**src/rtl/nfc_pkg.sv**
```systemverilog
package nfc_pkg;
  localparam int OFF_CTRL   = 'h00;
  localparam int OFF_TIM0   = 'h04;
  localparam int OFF_TIM1   = 'h0C;
  localparam int OFF_STAT   = 'h14;
  localparam int OFF_PGCNT  = 'h18;
  localparam int OFF_CMDBUF = 'h48;

  localparam int ST_W       = 14;
  localparam int RUN_BIT    = 28;
  localparam int MASK_W     = 12;
  localparam int ST_CMDREQ  = 0;
  localparam int ST_EVT_LO  = 1;
  localparam int ST_DONE1   = 7;
  localparam int ST_DONE0   = 8;
  localparam int ST_RDY0    = 11;
  localparam int ST_RDY1    = 12;
  localparam int ST_ERR     = 13;
  localparam int CSEL_BIT   = 24;

  typedef logic [ST_W-1:0] status_t;

  function automatic status_t f_status_next(status_t cur, status_t clr, status_t set);
    return (cur & ~clr) | set;
  endfunction

  function automatic logic f_irq(status_t st, logic [MASK_W-1:0] mask);
    return (|(st[MASK_W-1:0] & ~mask)) | st[ST_RDY1];
  endfunction
endpackage

```
**src/rtl/nfc_status.sv**
```systemverilog
module nfc_status
  import nfc_pkg::*;
(
  input  logic    clk,
  input  logic    rst_n,
  input  logic    clr_en,
  input  status_t clr_bits,
  input  status_t set_bits,
  output status_t status
);
  status_t clr_eff;
  assign clr_eff = clr_en ? clr_bits : '0;

  always_ff @(posedge clk or negedge rst_n) begin
    if (!rst_n) status <= '0;
    else        status <= f_status_next(status, clr_eff, set_bits);
  end
endmodule

```
**src/rtl/nfc_cmd_latch.sv**
```systemverilog
module nfc_cmd_latch #(
  parameter int DW    = 32,
  parameter int WORDS = 3
) (
  input  logic          clk,
  input  logic          rst_n,
  input  logic          wr_cmd,
  input  logic [DW-1:0] wdata,
  input  logic          run,
  input  logic          run_rise,
  input  logic          req_pending,
  output logic [DW-1:0] words [WORDS],
  output logic          valid,
  output logic          accept,
  output logic          reject
);
  localparam int CW = $clog2(WORDS + 1);
  logic [CW-1:0] cnt;

  assign accept = wr_cmd && run && !req_pending && (cnt < CW'(WORDS));
  assign reject = wr_cmd && !accept;

  always_ff @(posedge clk or negedge rst_n) begin
    if (!rst_n) begin
      cnt   <= '0;
      valid <= 1'b0;
    end else begin
      valid <= accept && (cnt == CW'(WORDS - 1));
      if (run_rise || !run) cnt <= '0;
      else if (accept)      cnt <= cnt + 1'b1;
    end
  end

  for (genvar i = 0; i < WORDS; i++) begin : g_word
    always_ff @(posedge clk or negedge rst_n) begin
      if (!rst_n) words[i] <= '0;
      else if (accept && cnt == CW'(i)) words[i] <= wdata;
    end
  end
endmodule

```
**src/rtl/nfc_done_stub.sv**
```systemverilog
module nfc_done_stub #(
  parameter int LAT = 4
) (
  input  logic clk,
  input  logic rst_n,
  input  logic start,
  input  logic run,
  output logic done
);
  localparam int CW = $clog2(LAT + 1);
  logic [CW-1:0] cnt;
  logic          busy;

  assign done = busy && run && (cnt == '0);

  always_ff @(posedge clk or negedge rst_n) begin
    if (!rst_n) begin
      busy <= 1'b0;
      cnt  <= '0;
    end else if (!run) begin
      busy <= 1'b0;
      cnt  <= '0;
    end else if (start) begin
      busy <= 1'b1;
      cnt  <= CW'(LAT - 1);
    end else if (busy) begin
      if (cnt == '0) busy <= 1'b0;
      else           cnt  <= cnt - 1'b1;
    end
  end
endmodule

```
**src/rtl/nfc_regfront.sv**
```systemverilog
module nfc_regfront
  import nfc_pkg::*;
#(
  parameter int ADDR_W      = 8,
  parameter int DW          = 32,
  parameter int EVT_W       = 4,
  parameter int CMD_LATENCY = 4
) (
  input  logic              clk,
  input  logic              rst_n,
  input  logic              bus_wr,
  input  logic [ADDR_W-1:0] bus_addr,
  input  logic [DW-1:0]     bus_wdata,
  output logic [DW-1:0]     bus_rdata,
  output logic              irq,
  input  logic [EVT_W-1:0]  core_evt,
  output logic              core_run,
  output logic [DW-1:0]     cmd_word0,
  output logic [DW-1:0]     cmd_word1,
  output logic [DW-1:0]     cmd_word2,
  output logic              cmd_valid
);
  localparam int NWORDS = 3;

  logic [DW-1:0] ctrl_q, tim0_q, tim1_q, pgcnt_q;
  logic [DW-1:0] words [NWORDS];
  status_t       status, set_bits;
  logic          wr_ctrl, wr_tim0, wr_tim1, wr_stat, wr_pgcnt, wr_cmd;
  logic          run_rise, cmd_accept, cmd_reject, done_evt, cs_sel;

  assign wr_ctrl  = bus_wr && (bus_addr == ADDR_W'(OFF_CTRL));
  assign wr_tim0  = bus_wr && (bus_addr == ADDR_W'(OFF_TIM0));
  assign wr_tim1  = bus_wr && (bus_addr == ADDR_W'(OFF_TIM1));
  assign wr_stat  = bus_wr && (bus_addr == ADDR_W'(OFF_STAT));
  assign wr_pgcnt = bus_wr && (bus_addr == ADDR_W'(OFF_PGCNT));
  assign wr_cmd   = bus_wr && (bus_addr == ADDR_W'(OFF_CMDBUF));

  assign core_run = ctrl_q[RUN_BIT];
  assign run_rise = wr_ctrl && bus_wdata[RUN_BIT] && !core_run;

  always_ff @(posedge clk or negedge rst_n) begin
    if (!rst_n) begin
      ctrl_q  <= '0;
      tim0_q  <= '0;
      tim1_q  <= '0;
      pgcnt_q <= '0;
    end else begin
      if (wr_ctrl)  ctrl_q <= bus_wdata;
      if (done_evt) ctrl_q[RUN_BIT] <= 1'b0;
      if (wr_tim0)  tim0_q  <= bus_wdata;
      if (wr_tim1)  tim1_q  <= bus_wdata;
      if (wr_pgcnt) pgcnt_q <= bus_wdata;
    end
  end

  nfc_cmd_latch #(.DW(DW), .WORDS(NWORDS)) u_latch (
    .clk(clk), .rst_n(rst_n), .wr_cmd(wr_cmd), .wdata(bus_wdata),
    .run(core_run), .run_rise(run_rise), .req_pending(status[ST_CMDREQ]),
    .words(words), .valid(cmd_valid), .accept(cmd_accept), .reject(cmd_reject)
  );

  assign cmd_word0 = words[0];
  assign cmd_word1 = words[1];
  assign cmd_word2 = words[2];
  assign cs_sel    = words[0][CSEL_BIT];

  nfc_done_stub #(.LAT(CMD_LATENCY)) u_stub (
    .clk(clk), .rst_n(rst_n), .start(cmd_valid), .run(core_run), .done(done_evt)
  );

  always_comb begin
    set_bits = '0;
    set_bits[ST_CMDREQ] = run_rise;
    set_bits[ST_EVT_LO +: EVT_W] = core_evt;
    set_bits[ST_DONE0] = done_evt && !cs_sel;
    set_bits[ST_RDY0]  = done_evt && !cs_sel;
    set_bits[ST_DONE1] = done_evt && cs_sel;
    set_bits[ST_RDY1]  = done_evt && cs_sel;
    set_bits[ST_ERR]   = cmd_reject;
  end

  nfc_status u_status (
    .clk(clk), .rst_n(rst_n), .clr_en(wr_stat), .clr_bits(bus_wdata[ST_W-1:0]),
    .set_bits(set_bits), .status(status)
  );

  assign irq = f_irq(status, ctrl_q[MASK_W-1:0]);

  always_comb begin
    case (bus_addr)
      ADDR_W'(OFF_CTRL):  bus_rdata = ctrl_q;
      ADDR_W'(OFF_TIM0):  bus_rdata = tim0_q;
      ADDR_W'(OFF_TIM1):  bus_rdata = tim1_q;
      ADDR_W'(OFF_STAT):  bus_rdata = DW'(status);
      ADDR_W'(OFF_PGCNT): bus_rdata = pgcnt_q;
      default:            bus_rdata = '0;
    endcase
  end
endmodule

```
**config.mk**
```make
export PLATFORM = sky130hd
export DESIGN_NAME = nfc_regfront
export DESIGN_NICKNAME = d
export VERILOG_FILES = /design/src/rtl/nfc_pkg.sv /design/src/rtl/nfc_status.sv /design/src/rtl/nfc_cmd_latch.sv /design/src/rtl/nfc_done_stub.sv /design/src/rtl/nfc_regfront.sv
export SDC_FILE = /design/constraint.sdc
export NUM_CORES = 1
export LEC_CHECK = 0
export BUFFER_PORTS_ARGS = -buffer_cell sky130_fd_sc_hd__buf_2
export CAP_MARGIN = 15
export CORE_ASPECT_RATIO = 0.7
export CORE_MARGIN = 3
export CORE_UTILIZATION = 51
export CTS_BUF_LIST = sky130_fd_sc_hd__clkbuf_16
export DETAILED_ROUTE_END_ITERATION = 10
export PLACE_DENSITY = 0.76
export SYNTH_ARGS = -nofsm -noshare
export SYNTH_HDL_FRONTEND = slang
export SYNTH_SLANG_ARGS = --single-unit
```
**constraint.sdc**
```tcl
create_clock -name clk -period 1.95 [get_ports clk]
set_input_delay 0.195 -clock clk [delete_from_list [all_inputs] [get_ports clk]]
set_output_delay 0.195 -clock clk [all_outputs]
set_load 0.02 [all_outputs]
```
======== Yosys cells after proc, flatten, opt, wreduce, memory -nomap -nowiden ========
Cells that the tools add are included.
Widths: inputs -> output; s select.
word-level totals
  register bits after elaboration ......... 245
  bits in latches ......................... 0
  RAM bits ................................ 0
  bits in read-only memories .............. 0
  input port bits ......................... 47
  output and inout port bits .............. 131
  logic and storage cells ................. 76
  memories kept ........................... 0
cells by class
  add/sub/neg operators ................... 2
  multipliers ............................. 0
  div/mod/pow operators ................... 0
  magnitude comparators ................... 1
  eq/ne operators ......................... 9
  shift-type cells ........................ 0
  muxes and demuxes ....................... 14
  bitwise operators ....................... 6
  reductions and logical operators ........ 31
operators with widths
  operator             count
  $pmux 32 s5          1
  $mux 29              1
  $logic_and 1x1->1    19
  $eq 8x5->1 const B   2
  $and 14x14->14       1
  $mux 14              1
  $not 14->14          1
  $or 14x14->14        1
  $and 12x12->12       1
  $mux 3               4
  $not 12->12          1
  $reduce_or 12->1     1
  $eq 8x3->1 const B   1
  $eq 8x4->1 const B   1
  $eq 8x7->1 const B   1
  $logic_not 8->1      1
  $mux 1               5
  $logic_not 1->1      4
  $mux 2               2
  $reduce_bool 2->1    2
  $logic_not 3->1      1
  $ne 3x1->1 const B   1
  $ne 3x3->1 const B   1
  $sub 3x1->3 const B  1
  8 further kinds      8

======== Logic depth before layout (Yosys ltp) ========
  word-level depth ........................ 8
  gate-level depth with buffers ........... 7
  gate-level depth less buffers ........... 6

======== Cells and area by module ========
A second synthesis with hierarchy kept.
second synthesis, totals
  cells, all modules ...................... 757
  area total of the unflattened synthesis .. 11089.4 um^2
by module, submodules not included
  module         times used  cells an instance  area each (um^2)  sequential area each (um^2)
  nfc_regfront   1           470                6072.1            3203.1
  nfc_cmd_latch  1           222                4259.1            2477.4
  nfc_status     1           43                 519.2             350.3
  nfc_done_stub  1           22                 239.0             100.1

======== Least setup slack after synthesis ========
No wires, ideal clock.
  kind .................................... input to output
  start ................................... in bus_addr[2]
  end ..................................... out bus_rdata[14]
  arrival ................................. 1.858 ns
  required time ........................... 1.755 ns
  setup slack ............................. -0.103 ns
  stages on the path ...................... 7
  buffers on the path ..................... 3
  path through ............................ buf_2 > nor4b_2 > nor2b_1 > buf_2 > buf_2 > a32oi_1 > o21ai_0
between the ends
  longest elaborated chain between the ends .. 2
  elaborated cells between the ends (all ways) .. 6
  classes of those cells .................. 4 x eq/ne; 1 x mux; 1 x reduce/logical
RTL lines
  element                             line                RTL
  start: declaration                  nfc_regfront.sv:12  input logic [ADDR_W-1:0] bus_addr,
  $eq 8x5->1 (tied with other cells)  nfc_regfront.sv:90  case (bus_addr)
  $pmux 32 s5 (*)                     nfc_regfront.sv:90
  end: declaration                    nfc_regfront.sv:14  output logic [DW-1:0] bus_rdata,
Every way passes the cells marked *; elsewhere a longest branch is shown, timed or not.

======== Final worst setup path ========
  start ................................... reg u_status.status[5]
  end ..................................... out bus_rdata[5]
between the ends
  longest elaborated chain between the ends .. 1
RTL lines
  element                   line                RTL
  start: declaration        nfc_status.sv:9     output status_t status
  start signal: assignment  nfc_status.sv:16    else status <= f_status_next(status, clr_eff, set_bits);
  $pmux 32 s5               nfc_regfront.sv:90
No other way between the ends.

==> key figures <==
Status
  – Status: complete, but fails checks
  – Failing checks: negative setup slack

Timing
  – Setup violators final: 4
  – FMAX: between 400 and 500 MHz
  – Final hold violations: 0
  – Time the worst path needs with I/O delays and setup: around 2.0 ns
  – Worst-margin pin slew: about 0.66 ns
  – Max-Slew Margin vs Limit: 0.560
  – Final Max Slew Viols: 0
  – RSZ-0062 raised after global routing: yes
  – Crit share post-route: 1.03
  – Final worst slack: -0.0534 ns
  – Clock Skew: ~0.0062 ns

Critical path
  – Reg2Reg Depth: 7
  – Slowest cell on the critical path: dfrtp_1
  – WS Path Type: flop to output port
  – CP Capture Type: output port
  – Cell Chain, Critical Path: mux2_4 -> a22oi_2 -> nor2_1 -> a221o_1 -> buf_6
  – Startpoint Class: flop
  – R2R Setup Slk: roughly 0.060 ns
  – Critical path required time: ~1.8 ns
  – RR Startpoint: u_latch.cnt[0]
  – Critical Path AT: approximately 1.8 ns
  – CP Capture Point: bus_rdata[5]
  – Worst Path Max Fanout: 2
  – Worst path max stage delay: around 0.40 ns
  – R2R Path End: u_latch.words[11]
  – Crit path from: u_status.status[5]

Synth
  – Synth Net Count: between 700 and 800
  – Sequential-to-total area share from yosys stat: 0.590
  – Async set-reset flop share out of synthesis: 1.00
  – Synth top cells by count: dfrtp_1 (245), mux2_2 (227), a22oi_1 (39), clkbuf_1 (24), o21ai_0 (24)
  – Synthesized instance count: roughly 730
  – Synth top area cells: dfrtp_1 (59%), mux2_2 (25%), a22oi_1 (2.8%)
  – Ys Warns: 0
  – Synth Cell Area: 10400 µm²
  – Synth cell types: 49
  – #FFs+latches synth: 245
  – Yosys top cell area share: 0.590
  – Avg Inst Size Synth: roughly 14 µm²
  – Largest area contributor in the netlist: dfrtp_1
  – Most numerous cell in the Yosys netlist: dfrtp_1
  – Top FF cell, synth: dfrtp_1
  – Post-synth EDFFs: 0

Clock network
  – CTS buffer count: 25
  – Clock sinks: about 250
  – H-tree levels: 1
  – Clock latency on the worst-skew pair: around 0.51 ns
  – CTS tree: done
  – Maximum clock path buffer count: 3
  – CTS clk-pin slew, worst paths: roughly 0.06 ns
  – Clk root buf: clkbuf_16

Routing
  – Drt pass-1 iters: 4
  – WL/cell: 20.8 µm
  – Vias per std cell: between 5 and 6
  – Number of remaining DRC errors: 0
  – Total Wirelength: 25900 µm
  – Post-route ant nets: 0
  – First DRT Iteration DRCs: around 500
  – Total number of vias: approximately 7000

Global route
  – GRT Util Overall: 0.233
  – Met1 Use GR: 0.341
  – Gr ovfl total: 0
  – Gr busiest metal: met2
  – Initial antenna violation count: 0
  – Largest net degree at the start of global routing: slightly below 70
  – Vias in the first global route: roughly 7400
  – M2 GR Usage: 0.359
  – First-pass GRT wire length: between 40000 and 50000 µm
  – Routing usage on met3: 0.0501

Finish
  – Ratio of cells with drive above 1 in the final layout: 0.544
  – Post-Layout Inst Area: 13100 µm²
  – Inserted Diodes: 0
  – Final core utilization: 0.656
  – Nets: 1014
  – Layout area overhead: 25.7%
  – Fillers: approximately 1500

Min path
  – Hold-critical path depth: 2
  – Hold Path Class: input pin to flop

Floorplan
  – Initial Util: 0.522
  – Die area: about 22000 µm²
  – Die Height: between 100 and 150 µm
  – Total core area: about 20000 µm²
  – Num rows: 43
  – I/O Pins: 178
  – Die X: 177 µm

Power
  – P_sw: 2370 µW
  – Clock Power Share: 0.432
  – Peak VDD IR: 0.000468 V
  – Cell-internal power: 8080 µW
  – Comb pwr share: 0.060
  – Net Sw Frac: 0.227
  – Pwr per Cell Area: about 800 nW/µm²
  – Leakage power: between 0.006 and 0.007 µW
  – Share of power burned in registers: 0.508

Place
  – Placed Area: 12000 µm²
  – RePlAce Congestion: roughly 0.83
  – DP Wirelength: about 17000 µm
  – Port Buf Inserts: approximately 180

Run
  – Max cap viols: 0
-- metal layers --
metal / vias up / part of all wire
li1: 3164 / -
met1: 3676 / 0.46
met2: 251 / 0.45
met3: 48 / 0.068
met4: 0 / 0.025
met5: - / 0
-- critical path, delay by kind of cell (launching register included) --
kind                   cells  cell delay, ns
AO/OA/AOI/OAI              2            0.43
flip-flops                 1            0.40
multiplexers               1            0.27
buffers and inverters      1            0.14
AND/OR/NAND/NOR            1            0.06
-- layout by cell type (no fill, tap or decap), drive strengths merged, types with 2 or more instances in the layout --
master       count
buf            235
mux2           236
ha               6
and4             2
a22oi           39
clkinv          11
a21o             4
o21a             3
bufinv           2
or3              2
and3             4
nand3            5
dlygate4sd3      9
o211ai           3
or2              4
dfrtp          245
nand2           21
clkbuf          25
nor3             4
o21ai           27
nor2b            3
a32oi           18
a21oi            9
a21boi           3
and2             2
a221o            3
o22ai            3
a22o             2
nor4b            4
nor2             7
inv             22
-- how the worst min path moves through the flow --
stage,from,endpoint,slack (ns)
after global placement,rst_n,u_latch.words[1],0.08
final,bus_wdata[19],u_latch.words[83],0.02
after global routing,bus_wdata[4],ctrl_q[4],0.02
after CTS,bus_wdata[2],u_latch.words[2],0.005
after detailed placement,rst_n,u_latch.words[0],0.07
after floorplan,rst_n,ctrl_q[0],-0.10
-- state kept, by name, summed over array words and instances, names as in the netlist --
register and cells:
u_status.status 14, u_stub.cnt 3, pgcnt_q 32, u_latch.valid 1
tim1_q 32, ctrl_q 32, u_latch.cnt 2, u_stub.busy 1
tim0_q 32, u_latch.words 96
-- area by class of cell --
type | instances | area [µm²] | area share
Tap cell | 270 | 338 | 0.0259
Timing Repair Buffer | 244 | 1670 | 0.128
Multi-Input combinational cell | 427 | 4100 | 0.314
Clock inverter | 17 | 131 | 0.0101
Clock buffer | 25 | 626 | 0.0479
Inverter | 18 | 67.6 | 0.00517
Sequential cell | 245 | 6130 | 0.469
-- power groups by stage --
stage / logic [µW] / clock network (µW) / registers [µW]
floorplan: 242 / 0 / 5380
global placement: 579 / 0 / 5390
detailed placement: 595 / 0 / 5400
CTS: 620 / 4610 / 5310
global route: 695 / 4860 / 5320
finish: 627 / 4510 / 5310
-- stage by stage --
step           cells  power [µW]  setup TNS, ns  hold WS, ns  worst slack (ns)
2_1_floorplan    734        5620              0       -0.101            0.0174
3_3_place_gp    1191        5970         -0.203       0.0773           -0.0475
3_5_place_dp    1191        5990         -0.658       0.0750           -0.0736
4_1_cts         1244       10500         -0.147      0.00496           -0.0788
5_1_grt         1246       10900         -0.398       0.0182            -0.119
6_report        1246       10400         -0.143       0.0182           -0.0534
-- timing repair --
item | CTS | global route
gates resized for setup | 22 | 24
endpoints found under the setup margin | 44 | 40
endpoints found under the hold margin | 254 | 0
hold buffers | 9 | 0
buffers inserted | 2 | 2
pin swaps | 2 | 6
-- cells by family (layout without fill, tap and decap cells) --
logic type / after synthesis / in the layout / synth area share
simple gates: 62 / 62 / 0.0358
mux: 236 / 236 / 0.256
flops: 245 / 245 / 0.590
compound gates: 121 / 121 / 0.0824
buf+inv: 62 / 304 / 0.0269
fa+ha+maj: 6 / 6 / 0.00723
xor+xnor: 2 / 2 / 0.00169
(Power assumes the default switching activity.)
